### src/rtl/mc_evstat_pkg.sv
package mc_evstat_pkg;

  localparam int ID_W   = 6;
  localparam int N_EV   = 9;
  localparam int N_PRI  = 3;

  localparam logic [7:0] OFS_GCTL  = 8'h90;
  localparam logic [7:0] OFS_LIMIT = 8'hA0;
  localparam logic [7:0] OFS_CLKS  = 8'hA4;
  localparam logic [7:0] OFS_CTL0  = 8'hA8;
  localparam logic [7:0] OFS_CTL1  = 8'hAC;
  localparam logic [7:0] OFS_CNT0  = 8'hB8;
  localparam logic [7:0] OFS_CNT1  = 8'hBC;

  typedef enum logic [1:0] {
    CMD_RESET   = 2'd0,
    CMD_CLEAR   = 2'd1,
    CMD_DISABLE = 2'd2,
    CMD_ENABLE  = 2'd3
  } gcmd_e;

  typedef enum logic [1:0] {
    PF_OFF    = 2'd0,
    PF_WITHOUT = 2'd1,
    PF_WITH   = 2'd2,
    PF_SPARE  = 2'd3
  } pfilt_e;

  typedef struct packed {
    logic [1:0]      filt;
    logic            cfe;
    logic [1:0]      kind;
    logic [7:0]      sel;
    logic [ID_W-1:0] id;
  } gctl_t;

  function automatic gctl_t word_to_ctl(input logic [31:0] w);
    gctl_t c;
    c.id   = w[13:8];
    c.sel  = w[23:16];
    c.kind = w[25:24];
    c.cfe  = w[26];
    c.filt = w[29:28];
    return c;
  endfunction

  function automatic logic [31:0] ctl_to_word(input gctl_t c);
    logic [31:0] w;
    w        = '0;
    w[13:8]  = c.id;
    w[23:16] = c.sel;
    w[25:24] = c.kind;
    w[26]    = c.cfe;
    w[29:28] = c.filt;
    return w;
  endfunction

endpackage

### src/rtl/evstat_clkcnt.sv
module evstat_clkcnt #(
  parameter int CLK_W = 32
) (
  input  logic             clk,
  input  logic             rst_n,
  input  logic             gath,
  input  logic             clr,
  input  logic [CLK_W-1:0] limit,
  output logic [CLK_W-1:0] clks
);

  logic [CLK_W-1:0] clks_q, clks_d;
  logic             clks_en;

  always_comb begin
    clks_d  = clks_q;
    clks_en = 1'b0;
    if (clr) begin
      clks_d  = '0;
      clks_en = 1'b1;
    end else if (gath && (clks_q < limit)) begin
      clks_d  = clks_q + 1'b1;
      clks_en = 1'b1;
    end
  end

  always_ff @(posedge clk or negedge rst_n) begin
    if (!rst_n)       clks_q <= '0;
    else if (clks_en) clks_q <= clks_d;
  end

  assign clks = clks_q;

  AST_CLK_FROZEN: assert property (@(posedge clk) disable iff (!rst_n)
    (!gath && !clr) |=> $stable(clks_q));

  AST_CLK_AT_LIMIT: assert property (@(posedge clk) disable iff (!rst_n)
    (!clr && (clks_q >= limit)) |=> $stable(clks_q));

endmodule

### src/rtl/evstat_gather.sv
module evstat_gather
  import mc_evstat_pkg::*;
#(
  parameter int CNT_W = 32
) (
  input  logic             clk,
  input  logic             rst_n,
  input  gctl_t            ctl,
  input  logic             clr,
  input  logic             active,
  input  logic             ev_valid,
  input  logic [ID_W-1:0]  ev_client,
  input  logic [N_EV-1:0]  ev_class,
  input  logic [N_PRI-1:0] ev_prio,
  output logic [CNT_W-1:0] count
);

  logic             cls_hit, cli_ok, pri_cond, pri_ok, hit;
  logic [CNT_W-1:0] cnt_q, cnt_d;
  logic             cnt_en;

  always_comb begin
    cls_hit = 1'b0;
    for (int i = 0; i < N_EV; i++) begin
      if (ctl.sel == 8'(i)) cls_hit = ev_class[i];
    end
  end

  always_comb begin
    pri_cond = 1'b0;
    for (int k = 0; k < N_PRI; k++) begin
      if (ctl.kind == 2'(k)) pri_cond = ev_prio[k];
    end
  end

  always_comb begin
    case (pfilt_e'(ctl.filt))
      PF_WITHOUT: pri_ok = !pri_cond;
      PF_WITH:    pri_ok = pri_cond;
      default:    pri_ok = 1'b1;
    endcase
  end

  assign cli_ok = !ctl.cfe || (ev_client == ctl.id);
  assign hit    = ev_valid && cls_hit && cli_ok && pri_ok;

  always_comb begin
    cnt_d  = cnt_q;
    cnt_en = 1'b0;
    if (clr) begin
      cnt_d  = '0;
      cnt_en = 1'b1;
    end else if (active && hit && (cnt_q != {CNT_W{1'b1}})) begin
      cnt_d  = cnt_q + 1'b1;
      cnt_en = 1'b1;
    end
  end

  always_ff @(posedge clk or negedge rst_n) begin
    if (!rst_n)      cnt_q <= '0;
    else if (cnt_en) cnt_q <= cnt_d;
  end

  assign count = cnt_q;

  AST_SAT_HOLD: assert property (@(posedge clk) disable iff (!rst_n)
    (!clr && (cnt_q == {CNT_W{1'b1}})) |=> (cnt_q == {CNT_W{1'b1}}));

  AST_STEP_ONE: assert property (@(posedge clk) disable iff (!rst_n)
    !clr |=> ((cnt_q == $past(cnt_q)) || (cnt_q == $past(cnt_q) + 1'b1)));

  AST_IDLE_HOLD: assert property (@(posedge clk) disable iff (!rst_n)
    (!clr && !active) |=> $stable(cnt_q));

  AST_CLR_ZERO: assert property (@(posedge clk) disable iff (!rst_n)
    clr |=> (cnt_q == '0));

endmodule

### src/rtl/mc_evstat.sv
module mc_evstat
  import mc_evstat_pkg::*;
#(
  parameter int CNT_W = 32,
  parameter int CLK_W = 32
) (
  input  logic             clk,
  input  logic             rst_n,
  input  logic             reg_wr,
  input  logic [7:0]       reg_addr,
  input  logic [31:0]      reg_wdata,
  output logic [31:0]      reg_rdata,
  input  logic             ev_valid,
  input  logic [ID_W-1:0]  ev_client,
  input  logic [N_EV-1:0]  ev_class,
  input  logic [N_PRI-1:0] ev_prio
);

  localparam int N_GATH = 2;

  logic             cmd_wr;
  gcmd_e            cmd;
  logic             clr;
  logic             gath_q, gath_d, gath_en;
  logic [1:0]       cmd_q;
  logic [CLK_W-1:0] limit_q;
  logic             limit_en;
  gctl_t            ctl_q  [N_GATH];
  logic             ctl_en [N_GATH];
  logic [CNT_W-1:0] cnt    [N_GATH];
  logic [CLK_W-1:0] clks;
  logic             active;

  assign cmd_wr = reg_wr && (reg_addr == OFS_GCTL);
  assign cmd    = gcmd_e'(reg_wdata[9:8]);
  assign clr    = cmd_wr && ((cmd == CMD_RESET) || (cmd == CMD_CLEAR));

  always_comb begin
    gath_d  = gath_q;
    gath_en = cmd_wr;
    case (cmd)
      CMD_RESET:   gath_d = 1'b0;
      CMD_DISABLE: gath_d = 1'b0;
      CMD_ENABLE:  gath_d = 1'b1;
      default:     gath_d = gath_q;
    endcase
  end

  always_ff @(posedge clk or negedge rst_n) begin
    if (!rst_n) begin
      gath_q <= 1'b0;
      cmd_q  <= 2'd0;
    end else if (gath_en) begin
      gath_q <= gath_d;
      cmd_q  <= reg_wdata[9:8];
    end
  end

  assign limit_en = reg_wr && (reg_addr == OFS_LIMIT);

  always_ff @(posedge clk or negedge rst_n) begin
    if (!rst_n)        limit_q <= {CLK_W{1'b1}};
    else if (limit_en) limit_q <= reg_wdata[CLK_W-1:0];
  end

  evstat_clkcnt #(.CLK_W(CLK_W)) u_clk (
    .clk   (clk),
    .rst_n (rst_n),
    .gath  (gath_q),
    .clr   (clr),
    .limit (limit_q),
    .clks  (clks)
  );

  assign active = gath_q && (clks < limit_q);

  for (genvar g = 0; g < N_GATH; g++) begin : g_gath
    localparam logic [7:0] CTL_OFS = (g == 0) ? OFS_CTL0 : OFS_CTL1;

    assign ctl_en[g] = reg_wr && (reg_addr == CTL_OFS);

    always_ff @(posedge clk or negedge rst_n) begin
      if (!rst_n)         ctl_q[g] <= '0;
      else if (ctl_en[g]) ctl_q[g] <= word_to_ctl(reg_wdata);
    end

    evstat_gather #(.CNT_W(CNT_W)) u_gath (
      .clk       (clk),
      .rst_n     (rst_n),
      .ctl       (ctl_q[g]),
      .clr       (clr),
      .active    (active),
      .ev_valid  (ev_valid),
      .ev_client (ev_client),
      .ev_class  (ev_class),
      .ev_prio   (ev_prio),
      .count     (cnt[g])
    );
  end

  always_comb begin
    reg_rdata = '0;
    case (reg_addr)
      OFS_GCTL:  reg_rdata[9:8]         = cmd_q;
      OFS_LIMIT: reg_rdata[CLK_W-1:0]   = limit_q;
      OFS_CLKS:  reg_rdata[CLK_W-1:0]   = clks;
      OFS_CTL0:  reg_rdata              = ctl_to_word(ctl_q[0]);
      OFS_CTL1:  reg_rdata              = ctl_to_word(ctl_q[1]);
      OFS_CNT0:  reg_rdata[CNT_W-1:0]   = cnt[0];
      OFS_CNT1:  reg_rdata[CNT_W-1:0]   = cnt[1];
      default:   reg_rdata              = '0;
    endcase
  end

  AST_STOP_ON_RESET: assert property (@(posedge clk) disable iff (!rst_n)
    (cmd_wr && (cmd == CMD_RESET)) |=> (!gath_q && (clks == '0)));

  AST_CLEAR_KEEPS_GATH: assert property (@(posedge clk) disable iff (!rst_n)
    (cmd_wr && (cmd == CMD_CLEAR)) |=> (gath_q == $past(gath_q)));

  AST_ENABLE_STARTS: assert property (@(posedge clk) disable iff (!rst_n)
    (cmd_wr && (cmd == CMD_ENABLE)) |=> gath_q);

endmodule

### config.mk
export PLATFORM = sky130hd
export DESIGN_NAME = mc_evstat
export DESIGN_NICKNAME = d
export VERILOG_FILES = /design/src/rtl/mc_evstat_pkg.sv /design/src/rtl/evstat_clkcnt.sv /design/src/rtl/evstat_gather.sv /design/src/rtl/mc_evstat.sv
export SDC_FILE = /design/constraint.sdc
export NUM_CORES = 1
export LEC_CHECK = 0
export BUFFER_PORTS_ARGS = -buffer_cell sky130_fd_sc_hd__buf_4
export CELL_PAD_IN_SITES_DETAIL_PLACEMENT = 0
export CELL_PAD_IN_SITES_GLOBAL_PLACEMENT = 1
export CORE_MARGIN = 2
export CORE_UTILIZATION = 51
export CTS_CLUSTER_DIAMETER = 30
export DETAILED_ROUTE_END_ITERATION = 6
export MAX_ROUTING_LAYER = met4
export PLACE_DENSITY_LB_ADDON = 0.1
export SYNTH_ARGS = -nofsm -noshare
export SYNTH_HDL_FRONTEND = slang
export SYNTH_SLANG_ARGS = --single-unit
export TNS_END_PERCENT = 100
### constraint.sdc
create_clock -name clk -period 5.85 [get_ports clk]
set_input_delay 1.17 -clock clk [delete_from_list [all_inputs] [get_ports clk]]
set_output_delay 1.17 -clock clk [all_outputs]
set_load 0.05 [all_outputs]
* After elaboration in Yosys (flattened, before gate mapping) *
Index checks and enable logic that the tools add are counted.

word-level totals
  register bits after elaboration = 169
  output and inout bits = 32

operators by class
  add/sub/neg operators = 3
  order comparisons = 1
  equal/unequal tests = 38
  mux-type cells = 42
  reduce and logical (&&, ||, !) cells = 37

operators with widths
  operator               count
  $mux 32                6
  $pmux 22 s6            1
  $add 32x1->32 const B  3
  $eq 8x3->1 const B     8
  $ne 32x32->1 const B   2
  $eq 8x8->1 const B     7
  $eq 8x2->1 const B     4
  $lt 32x32->1           1
  $pmux 8 s4             1
  $mux 1                 30
  $eq 8x1->1 const B     2
  $eq 8x4->1 const B     2
  $logic_and 1x1->1      16
  $logic_not 8->1        2
  $pmux 2 s7             1
  $eq 2x2->1 const B     6
  $eq 6x6->1             2
  $eq 2x1->1 const B     5
  $reduce_and 2->1       4
  $reduce_bool 2->1      4
  $logic_not 2->1        3
  $pmux 1 s2             3
  $logic_not 1->1        4
  $logic_or 1x1->1       3
  $reduce_or 2->1        1

* Depth between registers and ports, before layout *
Gate-level depths: netlist of run 1.

  word-level depth = 18
  mapped depth = 12

* Hierarchy *
Synthesis of run 1 repeated with hierarchy kept, for this count alone.

unflattened totals
  cells, all modules = 1186
  area, all modules = 11634.9 um^2

by module, submodules not included
  module         instances  cells an instance  area each (um^2)  sequential area each (um^2)
  mc_evstat      1          391                4714.5            1866.8
  evstat_gather  2          232                2063.2            800.8
  evstat_clkcnt  1          331                2793.9            800.8

* Worst setup path before layout of run 1 *
OpenSTA, ideal clock, no wires.

  path type = in2out
  start = input port reg_addr[2]
  end = output port reg_rdata[26]
  arrival time = 3.640 ns
  setup slack = 1.040 ns
  cell stages on the path = 5
  path through = buf_1 -> clkbuf_1 -> buf_1 -> a21oi_1 -> o21ai_0

between the ends
  cells in the longest elaborated chain, start to end = 2

RTL lines
  item           line              text
  from (decl)    mc_evstat.sv:10   input logic [7:0] reg_addr,
  $eq 8x8->1     mc_evstat.sv:103  case (reg_addr)
  $pmux 22 s6 *  mc_evstat.sv:103
  to (decl)      mc_evstat.sv:12   output logic [31:0] reg_rdata,

Mark *: on every way between the ends. The rest lies on a longest branch, timed or not.

* Worst setup path after layout of run 1 *
  start = input port reg_addr[4]
  end = output port reg_rdata[25]

The elaborated chain is that of the path after synthesis.

==> results of run 1 <==
==> registers in the layout (all words and copies together), names as in the netlist <==
register             cells
g_gath.u_gath.count     64
ctl_q                   38
limit_q                 32
u_clk.clks              32
cmd_q                    2
gath_q                   1
==> final cells by class <==
cell class	instances	share of cell area
Clock buffer	17	0.0345
Clock inverter	15	0.0148
Timing Repair Buffer	107	0.0675
Tap cell	275	0.0279
Inverter	54	0.0164
Sequential cell	169	0.346
Multi-Input combinational cell	846	0.492
==> layout by cell type (no fill, tap or decap), types with 4 or more instances in the layout <==
cell / n
a211oi_1: 5
a21oi_1: 101
a221o_1: 14
a221oi_1: 6
a222oi_1: 4
a22oi_1: 15
and2_1: 9
and3_1: 23
and4_1: 9
buf_4: 104
clkbuf_16: 17
dfrtp_1: 137
dfstp_2: 32
ha_1: 38
inv_1: 53
inv_6: 5
mux2_2: 73
mux2i_1: 52
nand2_1: 69
nand2b_1: 6
nand3_1: 37
nand4_1: 35
nand4b_1: 9
nor2_1: 37
nor3_1: 11
nor4_1: 6
o21ai_0: 58
o22ai_1: 13
o31ai_1: 45
o41ai_1: 11
or3_1: 39
or4_1: 56
xnor2_1: 9
xor2_1: 4
==> power breakdown <==
part	switching, W	leakage (nW)	internal, W
sequential	0.0000986	2.08	0.00124
combinational	0.000396	2.61	0.000232
clock	0.000541	0.294	0.000648
==> through the flow <==
stage | worst slack, ns | area, sq um
6_report | 1.06 | 12300
5_1_grt | 0.973 | 12300
4_1_cts | 1.12 | 12300
3_5_place_dp | 1.11 | 11700
3_3_place_gp | 1.18 | 11700
2_1_floorplan | 1.04 | 10800
==> worst max-delay path by stage <==
| stage | start | endpoint | slack (ns) | cells after the start |
|---|---|---|---|---|
| floorplan | reg_addr[2] | reg_rdata[26] | 1.04 | 5 |
| global placement | reg_addr[4] | reg_rdata[25] | 1.18 | 9 |
| detailed placement | reg_addr[4] | reg_rdata[22] | 1.11 | 9 |
| CTS | reg_addr[4] | reg_rdata[22] | 1.12 | 9 |
| global route | reg_addr[4] | reg_rdata[22] | 0.97 | 9 |
| finish | reg_addr[4] | reg_rdata[25] | 1.06 | 9 |
==> logic make-up after synthesis <==
group | count (synthesis) | share of synthesized area
simple gates | 365 | 0.195
xor+xnor | 13 | 0.0105
compound gates | 303 | 0.182
buf+inv | 126 | 0.0464
fa+ha+maj | 38 | 0.0440
mux | 127 | 0.127
flops | 169 | 0.395
==> worst register-to-register path: cells and delay by family (launching register included) <==
| kind | cells | cell delay [ns] |
|---|---|---|
| AO/OA/AOI/OAI | 6 | 1.92 |
| AND/OR/NAND/NOR | 1 | 0.65 |
| adder cells (fa/ha/maj) | 1 | 0.32 |
| flip-flops | 1 | 0.54 |
| buffers and inverters | 2 | 0.55 |
==> metal layers <==
layer  vias up  track usage
li1       4493            -
met1      4789        0.417
met2       314        0.476
met3        62       0.0357
met4         0        0.120
met5         -            -
==> flow_summary_export.csv, run 1 <==
group,metric,value,unit
worst_setup_path,reg2reg_setup_slack,1.78,ns
synth,synthMostInstantiatedCell,"dfrtp_1",
synth,syn_area,0.0108,sq mm
worst_setup_path,timing.rr.start,"limit_q[11]",
grt,grt_pass1_vias,9361,
synth,synth.avg_cell_area,9.47,sq um
sta,fin_crit,4.79,ns
placed_design,dp_cells,1451,
routing,drt_iter0_drc,799,
hold_path,min-delay-start,"cmd_q[1]",
clocking,cts_sinks,169,
synth,synthTopCellsByCount,"dfrtp_1, a21oi_1, mux2_2",
clocking,cts.repair.resized,0,
flow_run,cap_violations,0,
power_and_ir_drop,ir_drop,0.209,mV
final_layout,fin_nets,1295,
synth,syn-instance-count,1141,
worst_setup_path,critPathBufInv,3,
worst_setup_path,cp.arrival,3.62,ns
clocking,root_buffer,"clkbuf_16",
sta,hold_slack,0.494,ns
grt,antenna_found_initial,0,
power_and_ir_drop,power.density,256,mW/mm^2
clocking,numCtsBuffers,17,
status,status,"complete, no violations",
worst_setup_path,reg2reg_depth,10,
routing,route.detailed.drc,0,
final_layout,post_layout_nonfiller_instances,1483,
floorplanning,die_h,150,um
worst_setup_path,cpPeakStageDelay,0.59,ns
sta,rsz0062_at_grt,"no",
synth,synth-seq-cells,169,
floorplanning,io_pins,94,
worst_setup_path,path_max_fanout,16,
clocking,h-tree-depth,4,
routing,wl_met2,15.5,mm
placed_design,dp_hpwl,23.0,mm
synth,synth_edf_count,0,
placed_design,io_buffers,93,
clocking,path_clk_slew,0.07,ns
worst_setup_path,path_class,"in -> out",
placed_design,place.gp.congestion,0.896,
routing,wl,32.7,mm
clocking,post_cts_buffers,0,
worst_setup_path,critical_path.cell_chain,"buf_4 -> nor4bb_1 -> nand2_1 -> nor2_1 -> buf_4 -> a22oi_1 -> o21ai_0 -> a221o_1 -> buf_4",
synth,ys_types,71,
sta,finalHoldViolCount,0,
synth,yosysWarnings,0,
grt,overflow,0,
synth,syn-num-nets,1241,
synth,ys.flop_type,"dfrtp_1",
worst_setup_path,cp_slowest_cell,"nand2_1",
floorplanning,dieArea,0.0224,sq mm
sta,finClkSkew,0.0125,ns
clocking,clock_latency,0.44,ns
synth,ys_async_sr_fraction,1.00,
synth,yosysTopAreaCell,"dfrtp_1",
sta,slew_violations,0,
worst_setup_path,start_kind,"primary input",
power_and_ir_drop,p_leak,4.98,nW
sta,maxSlewHeadroom,0.218,
clocking,cts_tree,"yes",
synth,ys_seq_area_frac,0.395,
sta,worst_pin_slew,1.17,ns
grt,grt_pass1_wl,51.8,mm
routing,vias,9658,
routing,routedLengthMet1,14.4,mm
hold_path,hold-path-endpoint,"cmd_q[1]",
routing,wire_per_inst,22.0,um
sta,setup_viol,0,
worst_setup_path,critPathTopFamily,"simple AND/OR/NAND/NOR gates",
floorplanning,row_count,53,
worst_setup_path,r2r_end,"u_clk.clks[30]",
sta,period_share,0.818,
floorplanning,start_util,0.518,
worst_setup_path,cp_common_cell,"buf_4",
power_and_ir_drop,power.total,0.00315,W
clocking,clockBufferDepth,2,
final_layout,final_core_util,0.590,
routing,top_layer,"met4",
final_layout,n_antenna_cell,0,
final_layout,drive_above_1_share,0.214,
worst_setup_path,critPathRequiredTime,4.68,ns
routing,ant_nets,0,
floorplanning,die_w,150,um
hold_path,min_path_type,"reg -> reg",
grt,grt_max_degree,87,
grt,groute.usage.overall,0.308,
synth,yosysTopAreaCellShare,0.317,
final_layout,seq_area,0.00427,sq mm
sta,fin_tns_setup,0,ns
routing,firstDrtPassIters,6,
final_layout,area_delta_synth_final,14.0,%
final_layout,multi_input_area,0.00607,sq mm
routing,route.met3.wl,1.72,mm
clocking,ctsHoldBuffers,0,
hold_path,hold_path_depth,1,
final_layout,fill_cells,1875,
floorplanning,core_area,0.0209,sq mm
worst_setup_path,endpoint_kind,"output port",
synth,synthTopCellsByArea,"dfrtp_1, dfstp_2, mux2_2, mux2i_1, a21oi_1",
sta,timing.fmax,209,MHz
routing,vias_per_cell,6.51,
Power figures use the tool's default switching activity.
==> run 2: changes to the inputs <==
--- a/config.mk
+++ b/config.mk
@@ -5,11 +5,12 @@
 export SDC_FILE = /design/constraint.sdc
 export NUM_CORES = 1
 export LEC_CHECK = 0
+export ABC_AREA = 1
 export BUFFER_PORTS_ARGS = -buffer_cell sky130_fd_sc_hd__buf_4
 export CELL_PAD_IN_SITES_DETAIL_PLACEMENT = 0
 export CELL_PAD_IN_SITES_GLOBAL_PLACEMENT = 1
 export CORE_MARGIN = 2
-export CORE_UTILIZATION = 51
+export CORE_UTILIZATION = 40
 export CTS_CLUSTER_DIAMETER = 30
 export DETAILED_ROUTE_END_ITERATION = 6
 export MAX_ROUTING_LAYER = met4
==> constraint.sdc (replaced) <==
create_clock -name clk -period 4.4 [get_ports clk]
set_input_delay 0.88 -clock clk [delete_from_list [all_inputs] [get_ports clk]]
set_output_delay 0.88 -clock clk [all_outputs]
set_load 0.05 [all_outputs]
==> run 2 against run 1 <==
  * The run now ends with DRC left
  * Setup slack worse by 0.74 ns
  * Synthesized area up 11%
  * Synthesized cell count up 53%
  * Largest cell class unchanged
==> flow_summary_export.csv, run 2 <==
group,metric,value,unit
synth,ys_seq_area_frac,0.356,
clocking,path_clk_slew,0.07,ns
clocking,cts_tree,"yes",
worst_setup_path,timing.rr.start,"limit_q[31]",
synth,ys.flop_type,"dfrtp_1",
sta,slew_violations,0,
routing,vias,11700,
clocking,cts_sinks,169,
synth,syn_area,0.0120,sq mm
power_and_ir_drop,switching_share,0.422,
sta,worst_pin_slew,0.914,ns
floorplanning,row_count,63,
power_and_ir_drop,ir_drop,0.311,mV
sta,fin_crit,4.08,ns
power_and_ir_drop,power_frac_seq,0.378,
hold_path,min_path_type,"in -> async",
synth,synth_compound_area_frac,0.132,
floorplanning,die_h,177,um
power_and_ir_drop,p_int,0.00319,W
placed_design,dp_cells,2178,
sta,maxSlewHeadroom,0.382,
synth,synth_mux_area_frac,0.000940,
final_layout,final_cell_mix,"nand2_1, inv_1, nor2_1, dfrtp_1, nand3_1",
synth,synth.avg_cell_area,6.87,sq um
worst_setup_path,startpoint,"reg_addr[1]",
worst_setup_path,cp.arrival,3.20,ns
synth,synth-seq-cells,169,
sta,finClkSkew,0.0150,ns
clocking,cts.repair.resized,0,
synth,yosysTopAreaCellShare,0.286,
routing,wl,43.4,mm
placed_design,place.gp.congestion,0.947,
floorplanning,io_pins,94,
clocking,post_cts_buffers,0,
flow_run,cap_violations,0,
sta,fin_tns_setup,0,ns
synth,synthTopCellsByCount,"nand2_1, inv_1, nor2_1",
final_layout,layout_commonest_cell,"nand2_1",
status,violations,"DRC",
clocking,root_buffer,"clkbuf_16",
power_and_ir_drop,p_comb_frac,0.335,
grt,grt_pass1_wl,66.1,mm
worst_setup_path,cpPeakStageDelay,0.49,ns
clocking,clock_latency,0.47,ns
worst_setup_path,endpoint_kind,"output port",
synth,syn-instance-count,1744,
worst_setup_path,start_kind,"primary input",
worst_setup_path,path_class,"in -> out",
sta,hold_slack,0.473,ns
power_and_ir_drop,power.share.clock,0.287,
floorplanning,core_area,0.0296,sq mm
power_and_ir_drop,power.total,0.00552,W
synth,synth_top_family_by_area,"simple AND/OR/NAND/NOR gates",
floorplanning,dieArea,0.0313,sq mm
synth,yosys.area_share.simple,0.330,
worst_setup_path,critPathRequiredTime,3.52,ns
routing,vias_per_cell,5.31,
synth,yosysWarnings,0,
final_layout,largest_register_ffs,64,
clocking,clockBufferDepth,2,
floorplanning,start_util,0.405,
sta,setup_viol,0,
sta,finalHoldViolCount,0,
power_and_ir_drop,p_leak,6.52,nW
sta,period_share,0.926,
final_layout,final_core_util,0.457,
synth,synthMostInstantiatedCell,"nand2_1",
clocking,h-tree-depth,4,
grt,grt_pass1_vias,10900,
placed_design,dp_hpwl,33.1,mm
synth,ys_async_sr_fraction,1.00,
routing,wire_per_inst,19.6,um
final_layout,fin_nets,1907,
floorplanning,die_w,177,um
final_layout,drive_above_1_share,0.123,
synth,synth_edf_count,0,
routing,drt_iter0_drc,1067,
clocking,ctsHoldBuffers,0,
synth,synth_fa_ha_area_frac,0.0397,
sta,timing.fmax,245,MHz
synth,syn-num-nets,1844,
clocking,numCtsBuffers,17,
worst_setup_path,critPathBufInv,4,
worst_setup_path,critPathTopFamily,"simple AND/OR/NAND/NOR gates",
grt,grt_max_degree,78,
placed_design,io_buffers,93,
worst_setup_path,cp_slowest_cell,"nand2_1",
synth,yosysTopAreaCell,"dfrtp_1",
grt,groute.usage.overall,0.290,
grt,overflow,0,
worst_setup_path,path_max_fanout,12,
power_and_ir_drop,p_switching,0.00233,W
final_layout,post_layout_nonfiller_instances,2211,
worst_setup_path,critical_path.cell_chain,"buf_4 -> nor2_2 -> inv_2 -> nor3_2 -> nand2_1 -> inv_2 -> nand2_1 -> o21ai_0 -> nor2_1 -> o221ai_1 -> buf_4",
synth,synth_xor_area_frac,0.0263,
synth,synthTopCellsByArea,"dfrtp_1, nand2_1, inv_1, dfstp_2, nor2_1",
grt,antenna_found_initial,1,
status,status,"finished, violations left",
routing,route.detailed.drc,3,
synth,ys_types,51,
final_layout,fill_cells,3169,
routing,firstDrtPassIters,7,
sta,rsz0062_at_grt,"no",
power_and_ir_drop,power.density,409,mW/mm^2
final_layout,area_delta_synth_final,12.7,%
routing,ant_nets,0,
## run 2: worst paths after layout
path,end,slack [ns],cells after the start
setup reg to reg,g_gath[0].u_gath.count[26],1.13,13
hold / removal,g_gath[1].u_gath.count[5],0.47,1
min in group clk,limit_q[25],0.47,2
setup / recovery,reg_rdata[19],0.32,11
hold reg to reg,limit_q[25],0.47,2
max in group asynchronous,limit_q[18],2.94,2
## run 2: layout make-up
type	instances	area [sq um]	area share
multi-input combinational	1242	6330	0.469
sequential	169	4270	0.316
clock inverter	15	154	0.0114
clock buffer	17	425	0.0315
timing repair buffer	106	812	0.0601
tap	390	488	0.0361
inverter	271	1020	0.0755
antenna	1	2.50	0.000185
## run 2: logic make-up after synthesis
group                      count (synthesis)
adders and majority gates                 38
xor gates and xnor gates                  36
AOI/OAI and AO/OA                        274
DFF                                      169
muxes                                      1
buffers and inverters                    333
and+or+nand+nor                          893
## run 2: per-stage QoR
step	setup WS [ns]	instance area (sq um)
final	0.324	13500
after global routing	0.241	13500
after CTS	0.401	13500
after detailed placement	0.405	12900
after global placement	0.467	12900
after floorplan	0.668	12000
## run 2: layer usage
layer,part of all wire,up-vias,GRT usage
met5,0,-,-
met4,0.021,0,0.0789
met3,0.054,46,0.0468
met2,0.45,327,0.434
met1,0.48,5541,0.407
li1,-,5817,-
## run 2: power groups by stage
stage	Combinational [W]	Sequential [W]	Clock [W]
2_1_floorplan	0.00135	0.00200	0
3_3_place_gp	0.00182	0.00211	0
3_5_place_dp	0.00184	0.00211	0
4_1_cts	0.00185	0.00208	0.00161
5_1_grt	0.00214	0.00213	0.00167
6_report	0.00185	0.00209	0.00158
==> run 3: changes to the inputs <==
--- a/config.mk
+++ b/config.mk
@@ -14,7 +14,8 @@
 export CTS_CLUSTER_DIAMETER = 30
 export DETAILED_ROUTE_END_ITERATION = 6
 export MAX_ROUTING_LAYER = met4
-export PLACE_DENSITY_LB_ADDON = 0.1
+export PLACE_DENSITY = 0.78
+export RECOVER_POWER = 50
 export SYNTH_ARGS = -nofsm -noshare
 export SYNTH_HDL_FRONTEND = slang
 export SYNTH_SLANG_ARGS = --single-unit
==> run 3 against run 2 <==
  * The run ends with capacitance limit, slew limit left
  * Largest power group unchanged
  * Sequential share of layout area about the same
  * Critical path type unchanged
  * Register-to-register slack gained 0.30 ns
  * Clock skew fell by 0.0028 ns
  * Maximum frequency fell by 0.14%
  * First-iteration DRC count up 4.7%
  * Final cell count grew 0.14%
  * Sequential cell count unchanged
==> flow_summary_export.csv, run 3 (synthesis results as in run 2) <==
group,metric,value,unit
status,status,"finished, violations left",
status,violations,"capacitance limit, slew limit",
placed_design,io_buffers,93,
worst_setup_path,path_max_fanout,13,
hold_path,min-delay-start,"limit_q[24]",
clocking,ctsHoldBuffers,0,
placed_design,place.gp.congestion,0.915,
sta,setup_viol,0,
final_layout,multi_input_area,0.00632,sq mm
final_layout,fin_nets,1911,
worst_setup_path,cp.arrival,3.20,ns
sta,fin_crit,4.08,ns
clocking,h-tree-depth,4,
final_layout,seq_area,0.00427,sq mm
placed_design,place_area,0.0130,sq mm
final_layout,area_delta_synth_final,12.6,%
worst_setup_path,start_kind,"primary input",
final_layout,largest_register_ffs,64,
sta,hold_slack,0.475,ns
floorplanning,die_w,177,um
final_layout,drive_above_1_share,0.121,
hold_path,min_path_type,"reg -> reg",
worst_setup_path,critPathRequiredTime,3.52,ns
routing,vias,12000,
sta,maxSlewHeadroom,-0.303,
floorplanning,start_util,0.405,
grt,groute.usage.overall,0.287,
clocking,cts.repair.resized,0,
floorplanning,dieArea,0.0313,sq mm
worst_setup_path,critPathTopFamily,"simple AND/OR/NAND/NOR gates",
routing,firstDrtPassIters,5,
routing,wire_per_inst,19.2,um
routing,drt_iter0_drc,1117,
power_and_ir_drop,power.density,407,mW/mm^2
clocking,post_cts_buffers,0,
clocking,clock_latency,0.46,ns
worst_setup_path,reg2reg_depth,13,
clocking,path_clk_slew,0.07,ns
worst_setup_path,cp_slowest_cell,"nand2_1",
power_and_ir_drop,ir_drop,0.289,mV
final_layout,fin_area,0.0135,sq mm
grt,grt_pass1_vias,11100,
placed_design,dp_hpwl,32.5,mm
routing,route.detailed.drc,0,
final_layout,fill_cells,3159,
worst_setup_path,timing.rr.start,"limit_q[31]",
grt,overflow,0,
floorplanning,io_pins,94,
grt,grt_pass1_wl,66.4,mm
floorplanning,die_h,177,um
sta,worst_pin_slew,1.96,ns
sta,finClkSkew,0.0122,ns
routing,vias_per_cell,5.41,
power_and_ir_drop,p_leak,6.54,nW
final_layout,n_antenna_cell,0,
final_layout,layout_commonest_cell,"nand2_1",
clocking,numCtsBuffers,17,
floorplanning,row_count,63,
final_layout,final_cell_mix,"nand2_1, inv_1, nor2_1, dfrtp_1, nand3_1",
grt,antenna_found_initial,0,
sta,timing.fmax,245,MHz
worst_setup_path,critPathBufInv,4,
worst_setup_path,startpoint,"reg_addr[1]",
worst_setup_path,critical_path.cell_chain,"clkbuf_4 -> nor2_1 -> inv_2 -> nor3_2 -> nand2_1 -> buf_4 -> o22ai_1 -> a211oi_1 -> o221ai_1 -> buf_4",
worst_setup_path,cpPeakStageDelay,0.40,ns
clocking,root_buffer,"clkbuf_16",
floorplanning,core_area,0.0296,sq mm
sta,rsz0062_at_grt,"no",
routing,ant_nets,0,
clocking,cts_tree,"yes",
worst_setup_path,cp_common_cell,"buf_4",
clocking,clockBufferDepth,2,
sta,slew_violations,110,
worst_setup_path,path_class,"in -> out",
worst_setup_path,crit_cells,10,
sta,fin_tns_setup,0,ns
sta,period_share,0.928,
hold_path,hold_path_depth,2,
flow_run,cap_violations,2,
clocking,cts_sinks,169,
sta,finalHoldViolCount,0,
final_layout,final_core_util,0.457,
grt,grt_max_degree,101,
routing,wl,42.5,mm
worst_setup_path,endpoint_kind,"output port",
run 3: cell types whose count changed in the layout (fill, tap and decap cells not counted), moves of 2 or more:
cell and change:
clkinv_8 +2, inv_6 -3, clkbuf_4 +2, buf_4 +2, inv_8 +2, nand2_1 +3
inv_2 -2, nand2_2 -3, inv_1 +2
run 3: final timing paths:
check,endpoint,slack (ns)
min in group asynchronous,g_gath[1].u_gath.count[15],0.93
setup / recovery,reg_rdata[12],0.32
setup reg to reg,g_gath[0].u_gath.count[29],1.43
hold reg to reg,limit_q[24],0.47
hold / removal,limit_q[24],0.47
max in group asynchronous,ctl_q[11],1.01
run 3: through the flow:
stage | instances | setup slack, ns | total power [W]
floorplan | 1744 | 0.668 | 0.00335
global placement | 2182 | 0.499 | 0.00394
detailed placement | 2182 | 0.496 | 0.00396
CTS | 2214 | 0.499 | 0.00551
global route | 2214 | 0.231 | 0.00588
finish | 2214 | 0.319 | 0.00549
run 3: power breakdown:
| group | internal, W | total [W] | switching (W) |
|---|---|---|---|
| combinational | 0.000598 | 0.00186 | 0.00126 |
| clock | 0.000759 | 0.00154 | 0.000784 |
| sequential | 0.00179 | 0.00209 | 0.000302 |
| total | 0.00315 | 0.00549 | 0.00235 |
run 3: cell type report:
| cell class | instances | share of cell area |
|---|---|---|
| repair buffers | 110 | 0.0607 |
| well taps | 390 | 0.0362 |
| flip-flops and latches | 169 | 0.316 |
| multi-input cells | 1242 | 0.468 |
| clock inverters | 15 | 0.0114 |
| inverters | 271 | 0.0756 |
| clock buffers | 17 | 0.0315 |
run 3: routing by layer:
| metal | up-vias | GRT usage | wire [um] |
|---|---|---|---|
| li1 | 5843 | - | - |
| met1 | 5683 | 0.410 | 20500 |
| met2 | 416 | 0.425 | 18600 |
| met3 | 46 | 0.0380 | 2530 |
| met4 | 0 | 0.0785 | 867 |
| met5 | - | - | 0 |
run 3: worst reg2reg max path: stages, from the launching register on:
cell and delay, ns:
dfstp_2 0.53, inv_1 0.07, ha_1 0.38, nand2_1 0.10, nor2_1 0.14, nand4_1 0.14, nor4_1 0.20, nand2_1 0.10
nand2_2 0.13, nand2_8 0.24, nand2_4 0.54, nand2_1 0.14, o21ai_1 0.10, inv_1 0.05
